## src/rtl/slb_pkg.sv

```systemverilog
package slb_pkg;

    typedef enum logic {
        WR_IDLE   = 1'b0,
        WR_ACTIVE = 1'b1
    } wr_state_t;

    typedef enum logic {
        FL_OPEN = 1'b0,
        FL_PULL = 1'b1
    } fl_state_t;

endpackage

```

## src/rtl/slb_edge_sync.sv

```systemverilog
module slb_edge_sync #(
    parameter int STAGES = 2
) (
    input  logic clk,
    input  logic rst_n,
    input  logic din,
    output logic level,
    output logic rise,
    output logic fall
);
    logic [STAGES-1:0] chain_q;
    logic              prev_q;

    always_ff @(posedge clk or negedge rst_n) begin
        if (!rst_n) begin
            chain_q <= '0;
            prev_q  <= 1'b0;
        end else begin
            chain_q <= {chain_q[STAGES-2:0], din};
            prev_q  <= chain_q[STAGES-1];
        end
    end

    assign level = chain_q[STAGES-1];
    assign rise  = level & ~prev_q;
    assign fall  = ~level & prev_q;
endmodule

```

## src/rtl/slb_addr_counter.sv

```systemverilog
module slb_addr_counter #(
    parameter int NUM_BITS = 8,
    localparam int ADDR_W  = (NUM_BITS > 1) ? $clog2(NUM_BITS) : 1
) (
    input  logic              clk,
    input  logic              rst_n,
    input  logic              step,
    output logic [ADDR_W-1:0] addr,
    output logic              at_last
);
    localparam logic [ADDR_W-1:0] LAST = ADDR_W'(NUM_BITS - 1);

    logic [ADDR_W-1:0] addr_q;

    always_ff @(posedge clk or negedge rst_n) begin
        if (!rst_n) begin
            addr_q <= '0;
        end else if (step) begin
            addr_q <= (addr_q == LAST) ? '0 : addr_q + ADDR_W'(1);
        end
    end

    assign addr    = addr_q;
    assign at_last = (addr_q == LAST);
endmodule

```

## src/rtl/slb_store.sv

```systemverilog
module slb_store #(
    parameter int NUM_BITS = 8,
    localparam int ADDR_W  = (NUM_BITS > 1) ? $clog2(NUM_BITS) : 1
) (
    input  logic                clk,
    input  logic                rst_n,
    input  logic                wr_en,
    input  logic [ADDR_W-1:0]   addr,
    input  logic                din,
    output logic [NUM_BITS-1:0] bits
);
    for (genvar i = 0; i < NUM_BITS; i++) begin : g_cell
        logic cell_q;
        always_ff @(posedge clk or negedge rst_n) begin
            if (!rst_n) begin
                cell_q <= 1'b0;
            end else if (wr_en && (addr == ADDR_W'(i))) begin
                cell_q <= din;
            end
        end
        assign bits[i] = cell_q;
    end
endmodule

```

## src/rtl/serial_latch_bank.sv

```systemverilog
module serial_latch_bank
    import slb_pkg::*;
#(
    parameter int NUM_BITS    = 8,
    parameter int SYNC_STAGES = 2,
    localparam int ADDR_W     = (NUM_BITS > 1) ? $clog2(NUM_BITS) : 1
) (
    input  logic                clk,
    input  logic                rst_n,
    input  logic                data_in,
    input  logic                strobe_in,
    input  logic                incr_in,
    input  logic                oe_n_in,
    output logic [NUM_BITS-1:0] q_out,
    output logic                q_oe,
    output logic                full_pull
);
    logic              stb_level, stb_rise, stb_fall;
    logic              inc_level, inc_rise, inc_fall;
    logic [ADDR_W-1:0] addr_q;
    logic              at_last;
    logic              wr_en;
    logic [NUM_BITS-1:0] store_q;

    wr_state_t wr_state, wr_next;
    fl_state_t fl_state, fl_next;

    slb_edge_sync #(.STAGES(SYNC_STAGES)) u_stb_sync (
        .clk(clk), .rst_n(rst_n), .din(strobe_in),
        .level(stb_level), .rise(stb_rise), .fall(stb_fall)
    );

    slb_edge_sync #(.STAGES(SYNC_STAGES)) u_inc_sync (
        .clk(clk), .rst_n(rst_n), .din(incr_in),
        .level(inc_level), .rise(inc_rise), .fall(inc_fall)
    );

    slb_addr_counter #(.NUM_BITS(NUM_BITS)) u_counter (
        .clk(clk), .rst_n(rst_n), .step(inc_fall),
        .addr(addr_q), .at_last(at_last)
    );

    slb_store #(.NUM_BITS(NUM_BITS)) u_store (
        .clk(clk), .rst_n(rst_n), .wr_en(wr_en),
        .addr(addr_q), .din(data_in), .bits(store_q)
    );

    // state registers
    always_ff @(posedge clk or negedge rst_n) begin
        if (!rst_n) begin
            wr_state <= WR_IDLE;
            fl_state <= FL_OPEN;
        end else begin
            wr_state <= wr_next;
            fl_state <= fl_next;
        end
    end

    // transitions
    always_comb begin
        wr_next = wr_state;
        fl_next = fl_state;
        unique case (wr_state)
            WR_IDLE:   if (stb_rise) wr_next = WR_ACTIVE;   // GO_WRITE
            WR_ACTIVE: if (stb_fall) wr_next = WR_IDLE;     // END_WRITE
            default:   wr_next = WR_IDLE;
        endcase
        unique case (fl_state)
            FL_OPEN: if (stb_fall && at_last) fl_next = FL_PULL; // MARK_FULL
            FL_PULL: fl_next = FL_PULL;                          // left by reset only
            default: fl_next = FL_OPEN;
        endcase
    end

    // outputs
    always_comb begin
        wr_en     = (wr_state == WR_ACTIVE) && stb_level;
        full_pull = (fl_state == FL_PULL);
        q_oe      = ~oe_n_in;
        q_out     = oe_n_in ? '0 : store_q;
    end

    logic unused_inc;
    assign unused_inc = inc_level ^ inc_rise;
endmodule

```

## config.mk

```make
export PLATFORM = sky130hd
export DESIGN_NAME = serial_latch_bank
export DESIGN_NICKNAME = d
export VERILOG_FILES = /design/src/rtl/slb_pkg.sv /design/src/rtl/slb_edge_sync.sv /design/src/rtl/slb_addr_counter.sv /design/src/rtl/slb_store.sv /design/src/rtl/serial_latch_bank.sv
export SDC_FILE = /design/constraint.sdc
export NUM_CORES = 1
export LEC_CHECK = 0
export BUFFER_PORTS_ARGS = -buffer_cell sky130_fd_sc_hd__clkbuf_2
export CAP_MARGIN = 30
export CORE_MARGIN = 2
export CORE_UTILIZATION = 50
export DETAILED_ROUTE_END_ITERATION = 10
export PLACE_DENSITY = 0.7
export SLEW_MARGIN = 40
export SYNTH_ARGS = -nofsm -noshare
export SYNTH_HDL_FRONTEND = slang
export SYNTH_SLANG_ARGS = --single-unit
```

## constraint.sdc

```tcl
create_clock -name clk -period 2.08 [get_ports clk]
set_clock_uncertainty 0.1 [all_clocks]
set_input_delay 0.416 -clock clk [delete_from_list [all_inputs] [get_ports clk]]
set_output_delay 0.416 -clock clk [all_outputs]
set_load 0.02 [all_outputs]
```

==> run summary <==
The cell count after synthesis came out at 65. The floorplan step set the die height to 45.34 microns. The arrival time of data at the critical path endpoint was 1.63 ns; the slew at the pin closest to its max-slew limit was 0.4339 ns. The run gives 0 as the number of hold violations in the final report. Category of the critical setup timing path: reg2reg.

Together, buffers and inverters on the worst path number 0. The tools report the clock latency of the later-clocked register in the worst-skew pair as 0.30 ns. The logs give 0 for the number of gates given a new drive strength after cts and 21.64% for the global routing met1 resource utilization.

For the wire length of the first global-routing pass, the log shows 2249 microns. The biggest area contributor in the post-synthesis netlist is sky130_fd_sc_hd__dfrtp_1. The min-delay analysis places its worst path in the category in2reg. The worst pin sits at a relative slew slack of 71.07%.

The worst-case reg-to-reg path depth came out at 4. After synthesis, the share of flip-flops with an asynchronous set or reset is 100.0%. Setup slack closes at 0.5393 ns. The run gives 0 as the number of routed nets with antenna violations. On the worst path, the slowest cell contributes a delay of 0.45 ns. Before antenna repair, the detailed router went through 4 iterations. The horizontal die dimension is 45.34 microns. STA puts the critical path data required time at 2.17 ns. Cell family contributing the most delay on the critical path: adder cells. The worst min-delay path endpoint is u_inc_sync.chain_q[0]$_DFF_PN0_. The count of distinct cell types in the synthesized netlist came out at 18. Fraction of post-synthesis cell area in the top cell type by area: 55.64%. Layout overhead on the synthesized area: 13.62%. The primary flip-flop cell chosen by synthesis mapping is sky130_fd_sc_hd__dfrtp_1. The number of stages on the worst hold path came out at 1. The worst slack at placement was 0.5640 ns; the share of the yosys chip area belonging to registers was 55.64%. TritonCTS built the clock tree. Clock tree synthesis found a total of 19 sinks. The logs give 62.28% for the final core area utilization and 949.8 microns for the half-perimeter wire length after detailed placement.

The time the worst path needs with I/O delays and setup was 1.541 ns; the minimum setup slack among reg-to-reg paths was 0.54 ns. Walking the worst path, the cells encountered are ha_1 > ha_1 > nand3_1 > mux2_2. The final route contains 517 vias. Startpoint kind of the worst setup timing path: a register. Global routing consumed, on the met2 layer, 24.00% of the routing resources. The final wirelength is 1263 microns, and the final worst hold slack is 0.1149 ns.

Derived from the worst setup path, the maximum achievable clock frequency is 0.6491 GHz. The category of the worst setup path capture point is a register. The most congested layer reported by global routing was met2. The initial standard-cell utilization of the core came out at 54.82%. In the routed layout, each cell is associated on average with a via count of 5.222.

Clock-pin slew was measured on the worst setup and hold paths at 0.11 ns. The tools report the source of the worst hold timing path as incr_in. The core area came out at 1559 sq um.

The tools report the number of placed I/O pins as 16. By count the netlist is led by 19 x sky130_fd_sc_hd__dfrtp_1, 8 x sky130_fd_sc_hd__nor2b_1, 6 x sky130_fd_sc_hd__ha_1, 6 x sky130_fd_sc_hd__inv_1, 6 x sky130_fd_sc_hd__mux2_1. The DRC violation total after the first TritonRoute iteration was 9. Global routing consumed, on the met3 layer, 2.400% of the routing resources. The run finished with clean final reports. Remaining global-route overflow: 0. The tools report the number of buffers created by CTS as 3.

The mapped netlist covers 854.6 sq um. The maximum VDD drop is 0.6666 mV, and the fraction of layout instances using a drive strength above 1 is 27.71%. The post-synthesis average cell area was 13.15 sq um. The most prevalent standard cell on the critical path is sky130_fd_sc_hd__ha_1. In this run the core area contains 14 standard-cell rows. In the final routed layout, each cell accounts on average for 12.76 microns. The final number of setup-violating endpoints was 0. Dominant cell by count in the synthesized netlist: sky130_fd_sc_hd__dfrtp_1. After synthesis, the cell types taking the most area are sky130_fd_sc_hd__dfrtp_1 56%, sky130_fd_sc_hd__ha_1 8.8%, sky130_fd_sc_hd__mux2_1 7.9%. In this run the worst path has a maximum fanout of 5. For this design the ratio of total power to cell area is 1216 nW/um^2. Clock root buffer: sky130_fd_sc_hd__clkbuf_4. The design draws 1.181 mW. After detailed routing, the number of remaining DRC violations is 0. The synthesis warning total was 0; the number of antenna violations at the first check in global routing was 0.

Buffer levels on the longest clock path: 2. The max-slew violation count came out at 0. The run gives 0 ns as the total negative slack for setup checks. In this run the critical register-to-register path is launched from u_counter.addr[0]$_DFFE_PN0P_. Setup repair after global routing left no endpoint under its margin.

The floorplan step defined a die boundary enclosing 2056 sq um. The number of global-route vias before repair is 474, and the global-route usage over all layers is 15.79%. The number of flip-flops and latches in the synthesized netlist was 19.

The reg-to-reg endpoint was u_store.g_cell[7].cell_q$_DFFE_PN0P_. The depth of the CTS H-tree was 1. Cell type of the slowest stage on the worst timing path: sky130_fd_sc_hd__dfrtp_1. Part of the cycle the worst path needs: 74.07%. The congestion estimate from routability-driven global placement came to 0.7582. The tools report the number of antenna repair diodes as 0. The tools report the max-capacitance violation count as 0. The reported leakage power is 0.4619 nW, and the number of port buffers is 15. The count of nets after finishing is 96, and the synthesized net count is 77. The count of flip-flops with a built-in enable after synthesis came out at 0. Entering global routing, the biggest net connects 20 pins.
through the flow:
step | instances | instance area, sq um
2_1_floorplan | 65 | 854.6
3_3_place_gp | 94 | 930.9
3_5_place_dp | 94 | 930.9
4_1_cts | 99 | 970.9
5_1_grt | 99 | 970.9
6_report | 99 | 970.9
cells by family after synthesis:
kind of cell	synth area share, %
DFF	55.64
AOI/OAI and AO/OA	1.610
buffers and inverters	4.832
and+or+nand+nor	14.94
adders and majority gates	9.956
muxes	13.03
registers in the layout, indices dropped and copies added, names as in the netlist:
signal and count:
u_store.g_cell.cell_q 8, u_counter.addr 3, u_inc_sync.chain_q 2, u_stb_sync.chain_q 2
full_pull 1, u_inc_sync.prev_q 1, u_stb_sync.prev_q 1, wr_state 1
routing by layer:
metal | vias to the layer above | share of wire, %
li1 | 261 | -
met1 | 240 | 47
met2 | 12 | 46
met3 | 4 | 3.9
met4 | 0 | 3.1
met5 | - | 0
worst max-delay path by stage:
| stage | from | endpoint | depth (start not counted) | slack (ns) |
|---|---|---|---|---|
| after floorplan | u_counter.addr[0]$_DFFE_PN0P_ | u_store.g_cell[7].cell_q$_DFFE_PN0P_ | 4 | 0.65 |
| after CTS | u_counter.addr[0]$_DFFE_PN0P_ | u_store.g_cell[7].cell_q$_DFFE_PN0P_ | 4 | 0.55 |
| after detailed placement | u_counter.addr[0]$_DFFE_PN0P_ | u_store.g_cell[7].cell_q$_DFFE_PN0P_ | 4 | 0.56 |
| after global placement | u_counter.addr[0]$_DFFE_PN0P_ | u_store.g_cell[7].cell_q$_DFFE_PN0P_ | 4 | 0.62 |
| final | u_counter.addr[0]$_DFFE_PN0P_ | u_store.g_cell[7].cell_q$_DFFE_PN0P_ | 4 | 0.54 |
| after global routing | u_counter.addr[0]$_DFFE_PN0P_ | u_store.g_cell[7].cell_q$_DFFE_PN0P_ | 4 | 0.48 |
where the power goes:
group,internal (mW),switching [mW]
sequential,0.495,0.0897
combinational,0.200,0.209
clock,0.0733,0.114
what timing repair did:
item | in CTS | in global routing
hold buffers | 1 | 0
hold endpoints to repair | 19 | 0
setup buffers | 0 | 0
cell usage in the layout (no fill, tap or decap), types with 2 or more instances in the layout:
cell	instances
sky130_fd_sc_hd__inv_1	6
sky130_fd_sc_hd__dfrtp_1	19
sky130_fd_sc_hd__nand4b_1	3
sky130_fd_sc_hd__ha_1	6
sky130_fd_sc_hd__mux2_2	3
sky130_fd_sc_hd__nand4_1	3
sky130_fd_sc_hd__nor2b_1	8
sky130_fd_sc_hd__clkbuf_4	3
sky130_fd_sc_hd__mux2_1	6
sky130_fd_sc_hd__clkbuf_2	15
sky130_fd_sc_hd__nand3_1	2
final cells by class:
type                            count  area, sq um
Timing Repair Buffer               16        85.08
Tap cell                           16        20.02
Fill cell                         139        588.1
Sequential cell                    19        475.5
Inverter                            6        22.52
Clock inverter                      1        7.507
Multi-Input combinational cell     38        337.8
Clock buffer                        3        22.52
No activity file was read; power rests on OpenSTA's default activity.
